==> config.mk <==
export PLATFORM = sky130hd
export DESIGN_NAME = rx_frame_status
export DESIGN_NICKNAME = d
export VERILOG_FILES = /design/src/rtl/rxs_pkg.sv /design/src/rtl/rxs_addr_class.sv /design/src/rtl/rxs_len_ctr.sv /design/src/rtl/rxs_crc.sv /design/src/rtl/rx_frame_status.sv
export SDC_FILE = /design/constraint.sdc
export NUM_CORES = 1
export LEC_CHECK = 0
export ABC_AREA = 1
export BUFFER_PORTS_ARGS = -buffer_cell sky130_fd_sc_hd__buf_2
export CAP_MARGIN = 0
export CORE_ASPECT_RATIO = 0.6
export CORE_MARGIN = 1.5
export CORE_UTILIZATION = 59
export DETAILED_ROUTE_END_ITERATION = 12
export PLACE_DENSITY = 0.81
export SYNTH_ARGS = -nofsm -noshare
export SYNTH_HDL_FRONTEND = slang
export SYNTH_HIERARCHICAL = 1
export SYNTH_SLANG_ARGS = --single-unit
==> constraint.sdc <==
create_clock -name clk -period 2 [get_ports clk]
set_input_delay 0 -clock clk [delete_from_list [all_inputs] [get_ports clk]]
set_output_delay 0 -clock clk [all_outputs]
set_load 0.02 [all_outputs]
==> src/rtl/rxs_pkg.sv <==
package rxs_pkg;
   // Status vector positions (vector bit 15 is the most significant bit)
   localparam int unsigned SB_TRUNC = 0;
   localparam int unsigned SB_OVR   = 1;
   localparam int unsigned SB_CRC   = 2;
   localparam int unsigned SB_ODD   = 4;
   localparam int unsigned SB_LONG  = 5;
   localparam int unsigned SB_MCAST = 6;
   localparam int unsigned SB_BCAST = 7;
   localparam int unsigned SB_MISS  = 8;
   localparam int unsigned SB_LAST  = 11;

   localparam logic [31:0] CRC_POLY_REFL = 32'hEDB88320;
   localparam logic [31:0] CRC_PRESET    = 32'hFFFFFFFF;
   localparam logic [31:0] CRC_RESIDUE   = 32'hDEBB20E3;

   function automatic logic [31:0] crc_byte(input logic [31:0] c, input logic [7:0] d);
      logic [31:0] r;
      r = c;
      for (int i = 0; i < 8; i++) begin
         if (r[0] ^ d[i]) r = (r >> 1) ^ CRC_POLY_REFL;
         else             r = r >> 1;
      end
      return r;
   endfunction
endpackage

==> src/rtl/rxs_addr_class.sv <==
module rxs_addr_class #(
   parameter int ADDR_BYTES = 6,
   parameter int IDX_W      = 11
) (
   input  logic                    clk,
   input  logic                    rst_n,
   input  logic                    take,
   input  logic [IDX_W-1:0]        idx,
   input  logic [7:0]              data,
   input  logic [8*ADDR_BYTES-1:0] station,
   output logic                    is_bcast,
   output logic                    is_mcast,
   output logic                    hit
);
   localparam int AW = 8 * ADDR_BYTES;

   logic [AW-1:0] da_flat;

   for (genvar g = 0; g < ADDR_BYTES; g++) begin : g_da
      logic [7:0] b_q;
      always_ff @(posedge clk or negedge rst_n) begin
         if (!rst_n)                            b_q <= '0;
         else if (take && idx == IDX_W'(g))     b_q <= data;
      end
      assign da_flat[AW-1-8*g -: 8] = b_q;
   end

   assign is_bcast = &da_flat;
   assign is_mcast = da_flat[AW-8] & ~is_bcast;
   assign hit      = (da_flat == station) | is_bcast;
endmodule

==> src/rtl/rxs_len_ctr.sv <==
module rxs_len_ctr #(
   parameter int MAX_STORE = 2047,
   parameter int CNT_W     = 11
) (
   input  logic             clk,
   input  logic             rst_n,
   input  logic             take,
   input  logic             first,
   input  logic [CNT_W-1:0] buf_size,
   output logic [CNT_W-1:0] frame_cnt,
   output logic             trunc,
   output logic             nl_evt
);
   logic [CNT_W-1:0] desc_cnt;

   always_ff @(posedge clk or negedge rst_n) begin
      if (!rst_n) begin
         frame_cnt <= '0;
         desc_cnt  <= '0;
         trunc     <= 1'b0;
         nl_evt    <= 1'b0;
      end else begin
         nl_evt <= 1'b0;
         if (take) begin
            if (first) begin
               frame_cnt <= CNT_W'(1);
               desc_cnt  <= CNT_W'(1);
               trunc     <= 1'b0;
            end else if (frame_cnt == CNT_W'(MAX_STORE)) begin
               trunc <= 1'b1;
            end else begin
               frame_cnt <= frame_cnt + 1'b1;
               if (desc_cnt == buf_size) begin
                  desc_cnt <= CNT_W'(1);
                  nl_evt   <= 1'b1;
               end else begin
                  desc_cnt <= desc_cnt + 1'b1;
               end
            end
         end
      end
   end

   p_trunc_cap_r5: assert property (@(posedge clk) disable iff (!rst_n)
      trunc |-> frame_cnt == CNT_W'(MAX_STORE));
   p_trunc_freeze_r5: assert property (@(posedge clk) disable iff (!rst_n)
      (take && !first && trunc) |=> $stable(frame_cnt));
   p_new_buffer_r10: assert property (@(posedge clk) disable iff (!rst_n)
      nl_evt |-> desc_cnt == CNT_W'(1));
endmodule

==> src/rtl/rxs_crc.sv <==
module rxs_crc (
   input  logic       clk,
   input  logic       rst_n,
   input  logic       take,
   input  logic       first,
   input  logic [7:0] data,
   output logic       fcs_ok
);
   import rxs_pkg::*;

   logic [31:0] crc_q;

   always_ff @(posedge clk or negedge rst_n) begin
      if (!rst_n)      crc_q <= CRC_PRESET;
      else if (take)   crc_q <= crc_byte(first ? CRC_PRESET : crc_q, data);
   end

   assign fcs_ok = (crc_q == CRC_RESIDUE);
endmodule

==> src/rtl/rx_frame_status.sv <==
module rx_frame_status #(
   parameter int ADDR_BYTES = 6,
   parameter int MAX_STORE  = 2047,
   parameter int OUT_W      = 16,
   parameter int CNT_W      = $clog2(MAX_STORE + 1)
) (
   input  logic                    clk,
   input  logic                    rst_n,
   input  logic                    cfg_promisc,
   input  logic [8*ADDR_BYTES-1:0] cfg_station,
   input  logic [CNT_W-1:0]        cfg_max_len,
   input  logic [CNT_W-1:0]        cfg_buf_size,
   input  logic                    rx_valid,
   input  logic                    rx_first,
   input  logic                    rx_last,
   input  logic [7:0]              rx_data,
   input  logic [2:0]              rx_extra_bits,
   input  logic                    rx_overrun,
   output logic                    desc_done,
   output logic [OUT_W-1:0]        desc_status,
   output logic [OUT_W-1:0]        desc_len
);
   import rxs_pkg::*;

   if (MAX_STORE >= 2**OUT_W) begin : g_bad_len
      $error("MAX_STORE does not fit the length word");
   end
   if (OUT_W < 12) begin : g_bad_w
      $error("OUT_W too narrow for the status layout");
   end
   if (ADDR_BYTES < 1) begin : g_bad_addr
      $error("ADDR_BYTES must be at least 1");
   end

   logic             first_b;
   logic [CNT_W-1:0] frame_cnt;
   logic             trunc, nl_evt, fcs_ok;
   logic             is_bcast, is_mcast, hit;
   logic             in_frame, ovr_q, fin_q;
   logic [2:0]       extra_q;
   logic             hold_q;
   logic [OUT_W-1:0] hold_st, hold_len, last_st;

   assign first_b = rx_valid & rx_first;

   rxs_addr_class #(.ADDR_BYTES(ADDR_BYTES), .IDX_W(CNT_W)) i_addr (
      .clk(clk), .rst_n(rst_n), .take(rx_valid),
      .idx(rx_first ? '0 : frame_cnt), .data(rx_data), .station(cfg_station),
      .is_bcast(is_bcast), .is_mcast(is_mcast), .hit(hit));

   rxs_len_ctr #(.MAX_STORE(MAX_STORE), .CNT_W(CNT_W)) i_len (
      .clk(clk), .rst_n(rst_n), .take(rx_valid), .first(rx_first),
      .buf_size(cfg_buf_size), .frame_cnt(frame_cnt), .trunc(trunc), .nl_evt(nl_evt));

   rxs_crc i_crc (
      .clk(clk), .rst_n(rst_n), .take(rx_valid), .first(rx_first),
      .data(rx_data), .fcs_ok(fcs_ok));

   // Frame tracking, overrun capture and end-of-frame registration
   always_ff @(posedge clk or negedge rst_n) begin
      if (!rst_n) begin
         in_frame <= 1'b0;
         ovr_q    <= 1'b0;
         fin_q    <= 1'b0;
         extra_q  <= '0;
      end else begin
         fin_q <= rx_valid & rx_last;
         if (rx_valid && rx_last)  extra_q <= rx_extra_bits;
         if (first_b)              ovr_q <= rx_overrun;
         else if (in_frame && rx_overrun) ovr_q <= 1'b1;
         if (rx_valid && rx_last)  in_frame <= 1'b0;
         else if (first_b)         in_frame <= 1'b1;
      end
   end

   // Last-descriptor status word
   always_comb begin
      logic crc_bad, odd;
      crc_bad = ~fcs_ok;
      odd     = (extra_q != 3'd0);
      last_st = '0;
      last_st[SB_LAST]  = 1'b1;
      last_st[SB_TRUNC] = trunc;
      last_st[SB_BCAST] = is_bcast;
      last_st[SB_MCAST] = is_mcast;
      if (ovr_q) begin
         last_st[SB_OVR] = 1'b1;
      end else begin
         last_st[SB_MISS] = cfg_promisc & ~hit;
         last_st[SB_LONG] = (frame_cnt > cfg_max_len);
         last_st[SB_ODD]  = odd & crc_bad;
         last_st[SB_CRC]  = ~odd & crc_bad;
      end
   end

   // Output stage: non-last first, then a held last descriptor, then a fresh one
   always_ff @(posedge clk or negedge rst_n) begin
      if (!rst_n) begin
         desc_done   <= 1'b0;
         desc_status <= '0;
         desc_len    <= '0;
         hold_q      <= 1'b0;
         hold_st     <= '0;
         hold_len    <= '0;
      end else begin
         desc_done <= 1'b0;
         if (nl_evt) begin
            desc_done   <= 1'b1;
            desc_status <= '0;
            desc_len    <= OUT_W'(cfg_buf_size);
         end else if (hold_q) begin
            desc_done   <= 1'b1;
            desc_status <= hold_st;
            desc_len    <= hold_len;
         end else if (fin_q) begin
            desc_done   <= 1'b1;
            desc_status <= last_st;
            desc_len    <= OUT_W'(frame_cnt);
         end
         if (fin_q && (nl_evt || hold_q)) begin
            hold_q   <= 1'b1;
            hold_st  <= last_st;
            hold_len <= OUT_W'(frame_cnt);
         end else if (hold_q && !nl_evt) begin
            hold_q <= 1'b0;
         end
      end
   end

   p_ovr_masks_r8: assert property (@(posedge clk) disable iff (!rst_n)
      (desc_done && desc_status[SB_OVR]) |->
         !(desc_status[SB_MISS] || desc_status[SB_LONG] || desc_status[SB_ODD] || desc_status[SB_CRC]));
   p_odd_hides_crc_r6: assert property (@(posedge clk) disable iff (!rst_n)
      desc_done |-> !(desc_status[SB_ODD] && desc_status[SB_CRC]));
   p_bc_mc_excl_r2: assert property (@(posedge clk) disable iff (!rst_n)
      desc_done |-> !(desc_status[SB_BCAST] && desc_status[SB_MCAST]));
   p_nonlast_shape_r10: assert property (@(posedge clk) disable iff (!rst_n)
      (desc_done && !desc_status[SB_LAST]) |->
         (desc_status == '0 && desc_len == OUT_W'(cfg_buf_size)));
   p_hold_no_loss_r11: assert property (@(posedge clk) disable iff (!rst_n)
      !(fin_q && nl_evt && hold_q));
   p_len_bound_r9: assert property (@(posedge clk) disable iff (!rst_n)
      desc_done |-> desc_len <= OUT_W'(MAX_STORE));
endmodule

# Word-level counts from Yosys, hierarchy flattened
# Index checks and enable logic that the tools add are counted.
# Widths: inputs -> output; s select.
[totals]
ff_bits = 164
latch_bits = 0
ram_bits = 0
mem_bits_ro = 0
word_cells = 130
n_memories = 0
[op_classes]
addsub = 2
mul = 0
div = 0
order_cmp = 1
eq_ne = 10
shift = 0
n_mux = 47
bitwise_logic = 27
n_reduce_logical = 22
[op_table]
columns = ["operator", "n"]
rows = [
  ["$mux 32", 16],
  ["$not 13->14", 8],
  ["$mux 16", 6],
  ["$mux 11", 6],
  ["$eq 48x48->1", 1],
  ["$reduce_and 48->1", 1],
  ["$eq 32x32->1 const B", 1],
  ["$add 11x1->11 const B", 2],
  ["$eq 11x2->1 const B", 2],
  ["$eq 11x3->1 const B", 2],
  ["$mux 1", 18],
  ["$eq 11x1->1 const B", 1],
  ["$eq 11x11->1", 1],
  ["$eq 11x11->1 const B", 1],
  ["$gt 11x11->1", 1],
  ["$logic_not 11->1", 1],
  ["$logic_and 1x1->1", 10],
  ["$reduce_bool 2->1", 4],
  ["$xor 1x1->1", 8],
  ["$and 1x1->1", 6],
  ["$reduce_bool 3->1", 2],
  ["$not 1->1", 4],
  ["$reduce_and 2->1", 2],
  ["$mux 2", 1],
  ["other kinds (4)", 4],
]

# Longest topological paths before layout
[depth]
depth_word = 24
depth_mapped = 13
ltp_nobuf = 13

# Hierarchy
# The synthesis kept the hierarchy.
[by_module_without_submodules]
columns = ["module", "n_inst", "cells_each", "area_each_um2"]
rows = [
  ["rxs_addr_class", 1, 371, 2880.3],
  ["rxs_crc", 1, 384, 2742.6],
  ["rx_frame_status", 1, 315, 2556.2],
  ["rxs_len_ctr", 1, 229, 1591.5],
]

# Worst setup path before layout
# OpenSTA, ideal clock, no wires.
[synth_path]
path_type = "reg-to-reg"
start = "reg i_len.frame_cnt[1]"
end = "reg i_addr.g_da[3].b_q[5]"
setup_time_ps = 123
t_arrival_ps = 1425
setup_slack_ps = 452
path_stages_with_launch = 9
synth_period_minus_slack_ps = 1548
cell_sequence = "dfrtp_1 inv_1 nor2_1 nand2_1 nor4_2 nand3b_2 buf_6 nand2_1 o21ai_2"
[synth_between]
elab_chain_cells = 3
[synth_lines]
columns = ["item", "line", "source"]
rows = [
  ["start: declaration", "rxs_len_ctr.sv:10", "output logic [CNT_W-1:0] frame_cnt,"],
  ["start signal: assignment", "rxs_len_ctr.sv:32", "frame_cnt <= frame_cnt + 1'b1;"],
  ["$mux 11", "rx_frame_status.sv:48", ".idx(rx_first ? '0 : frame_cnt), .data(rx_data), .station(cfg_station),"],
  ["$eq 11x2->1", "rxs_addr_class.sv:23", "else if (take && idx == IDX_W'(g)) b_q <= data;"],
  ["$logic_and 1x1->1", "rxs_addr_class.sv:23", ""],
  ["end signal: assignment", "rxs_addr_class.sv:23", ""],
  ["end: declaration", "rxs_addr_class.sv:20", "logic [7:0] b_q;"],
]
# Every way passes these cells.
# A chain may end at the register's enable or synchronous reset.

# Worst setup path after layout
[layout_path]
start = "reg i_crc.crc_q[1]"
end = "reg desc_status[2]"
[layout_between]
elab_chain_cells = 7
[layout_lines]
columns = ["item", "line", "source"]
rows = [
  ["start: declaration", "rxs_crc.sv:11", "logic [31:0] crc_q;"],
  ["start signal: assignment", "rxs_crc.sv:15", "else if (take) crc_q <= crc_byte(first ? CRC_PRESET : crc_q, data);"],
  ["$eq 32x32->1", "rxs_crc.sv:18", "assign fcs_ok = (crc_q == CRC_RESIDUE);"],
  ["named net fcs_ok", "rx_frame_status.sv:37", "logic trunc, nl_evt, fcs_ok;"],
  ["$not 1->1", "rx_frame_status.sv:79", "crc_bad = ~fcs_ok;"],
  ["$and 1x1->1", "rx_frame_status.sv:92", "last_st[SB_CRC] = ~odd & crc_bad;"],
  ["$mux 1", "rx_frame_status.sv:86", "if (ovr_q) begin"],
  ["$mux 16", "rx_frame_status.sv:115", "end else if (fin_q) begin"],
  ["$mux 16", "rx_frame_status.sv:111", "end else if (hold_q) begin"],
  ["$mux 16", "rx_frame_status.sv:107", "if (nl_evt) begin"],
  ["end signal: assignment", "rx_frame_status.sv:113", "desc_status <= hold_st;"],
  ["end signal: assignment", "rx_frame_status.sv:117", "desc_status <= last_st;"],
  ["end: declaration", "rx_frame_status.sv:20", "output logic [OUT_W-1:0] desc_status,"],
]
# The timed path passes the listed nets, and every way through them passes these cells. The select of a mux whose other input is x is not followed.

==> results.ini <==
[synth]
synthMuxAreaShare_pct=0
syn-cell-area_mm2=0.00977
syn_avg_cell_area_um2=7.52
synthDominantCellAreaShare_pct=30.7
synth_top_flop_cell=dfrtp_1
ys_warn_count=6
synth-seq-area-share_pct=39.3
synth_cells=1299
synth_xor_area_share_pct=8.07
yosysTopAreaCell=dfrtp_1
synth_seq_cells=152
ys_types=55
yosys-top-cells-area=dfrtp_1, nand2_1, dfstp_2, inv_1, nor2_1
yosys.area_share.simple_pct=31.4
synth_compound_area_share_pct=9.71
async_reset_ff_share_pct=100
synthAdderAreaFrac_pct=1.66
synth_top_family_by_area=simple AND/OR/NAND/NOR gates
synth-edff-count=0

[cells_and_area]
diodes=0
final_cells=1664
syn2layout_area_growth_pct=16.4
drive_gt1_share_pct=21.0
final_cell_mix=nand2_1, inv_1, dfrtp_1
final_common_cell=nand2_1
stdcell_area_mm2=0.0114
nNetsFinal=1543

[timing]
finalHoldViolations=0
rsz0062_at_grt=yes
max_slew.worst_pin.slew_ns=0.602
period_share_pct=98.4
period_minus_slack_ns=1.97
fin_ws_ns=0.0314
slew_viol_final=0
clock_skew_ns=0.0122
setup_viol=0
slew_headroom_pct=59.9
fmax_ghz=0.508

[global_routing]
grt_util_all_layers_pct=32.4
antenna_found_initial=0
grt_use_met2_pct=47.5
gr-usage-met3_pct=6.68
grt_max_degree=64
grt_pass1_wl_mm=43.6
top_usage_layer=met1
met1_usage_pct=48.8
grt.overflow.total=0
grt_pass1_vias=8434

[detailed_routing]
avgRoutedWirePerCell_um=16.3
drt_first_pass_iters=5
drc=0
vias_per_cell=5.46
vias=9091
initialDrtViolationCount=968
drt-total-wl_mm=27.2
ant_nets=0

[power_and_ir_drop]
p_per_area_mw_per_mm2=1110
ir_drop_mv=0.648
power_leakage_uw=0.00572

[placed_design]
dp_cells=1610
hpwl_mm=19.7
gp_congestion=0.962
place.port_buffers=108
place_area_mm2=0.0105
pre_cts_slack_ns=-0.00637

[cts]
worstSkewPairLatency_ns=0.43
cts_max_path_buffers=2
cts_root_buf=clkbuf_16
cts_tree=built
cts.sinks=152
cts-buffers-inserted=17
postCtsSetupBuffers=0
htree_levels=4
clk_pin_slew_ns=0.07

[critical_path]
worstPathMaxFanout=3
worst_setup_path_end_kind=register
worstPathRequired_ns=2.32
worstSetupStartpointType=register
path_class=reg -> reg
arrival_ns=2.28

[worst_hold_path]
hold_path.class=in -> reg

[die]
die_w_um=169
fp.dieH_um=103
ios=121
rows=36
die_area_mm2=0.0174
design.core.area_mm2=0.0162
start_util_pct=60.3

[run]
drv_cap=0

[status]
outcome=finished clean

==> what timing repair did <==
action	4_1_cts	5_1_grt
resized for setup	1	3
endpoints found under the setup margin	3	28
hold buffers	22	0
endpoints found under the hold margin	80	0
==> registers in the layout (all words and copies together) (netlist names), 3 cells and up <==
signal / cells
hold_len: 11
i_crc/crc_q: 32
desc_status: 9
desc_len: 11
extra_q: 3
i_len/desc_cnt: 11
hold_st: 9
i_addr/g_da.b_q: 48
i_len/frame_cnt: 11
==> cell type report <==
type                       instances  area [um^2]
timing repair buffer             159         1020
clock inverter                    14          154
tap                              209          262
fill                            1242         4840
inverter                         163          622
multi-input combinational        949         5040
sequential                       152         3840
clock buffer                      18          429
==> power by group <==
group	leakage [uW]	total, uW	internal [uW]	switching, uW
clock network	0.000280	3210	1770	1440
registers	0.00188	5110	4140	968
logic	0.00356	4340	1700	2650
==> metal layers <==
metal	part of all wire, %	wire, um
met1	47	12700
met5	0	0
met2	42	11300
met4	1.3	355
met3	10	2760
==> worst max-delay path, stage by stage (launching register included) <==
cell and delay, ns:
dfstp_2 0.57, nand2_1 0.07, nor4_1 0.31, nand3_1 0.18, nor4_2 0.29, buf_4 0.20
nor3_1 0.06, a21oi_1 0.13, nor2_1 0.05
==> per-stage QoR <==
step           utilization, %  power (uW)  setup TNS (ns)  hold slack [ns]
6_report                 70.1       12700               0          0.00318
5_1_grt                  70.1       13400          -0.700           0.0403
4_1_cts                  70.0       12500               0          0.00873
3_5_place_dp             65.0        9230        -0.00637           0.0264
3_3_place_gp             65.0        9060          -0.218           0.0262
2_1_floorplan               -        7980               0           -0.296
==> cells by family (layout without fill, tap and decap cells) <==
group	count (synthesis)	in the layout
AO/OA/AOI/OAI	156	156
XOR/XNOR	81	81
adder cells (fa/ha/maj)	13	13
buffers and inverters	209	354
flip-flops	152	152
other	1	12
AND/OR/NAND/NOR	687	687
==> cell usage after synthesis (3+ instances only) <==
library cell	instances
nor2_4	8
nand4_1	29
a22oi_1	7
nor2_2	7
inv_2	7
ha_1	13
inv_1	152
nand3_1	52
xor2_2	3
o22ai_1	3
nor4_1	5
xor2_1	30
nor2_1	105
dfrtp_1	120
o21ai_0	51
o21ai_1	27
nand2_4	11
clkbuf_1	8
nor3_1	5
nand2_1	429
xnor2_1	45
o21ai_2	26
buf_2	8
buf_6	11
nand2_2	17
dfstp_2	32
a31oi_1	9
nand3_2	5
a21oi_1	25
buf_4	18
==> final timing paths <==
kind,startpoint,endpoint,slack [ns],cells after the start
max in group asynchronous,rst_n,i_crc/crc_q[19]$_DFFE_PN1P_,1.16,3
min in group asynchronous,rst_n,desc_done$_DFF_PN0_,0.12,2
min reg2reg,hold_st[11]$_DFFE_PN0P_,hold_st[11]$_DFFE_PN0P_,0.46,2
max,i_crc/crc_q[1]$_DFFE_PN1P_,desc_status[2]$_DFFE_PN0P_,0.03,8
max reg2reg,i_crc/crc_q[1]$_DFFE_PN1P_,desc_status[2]$_DFFE_PN0P_,0.03,8
min,rx_data[2],i_addr/g_da[4].b_q[2]$_DFFE_PN0P_,0.003,3
Power figures use the tool's default switching activity.
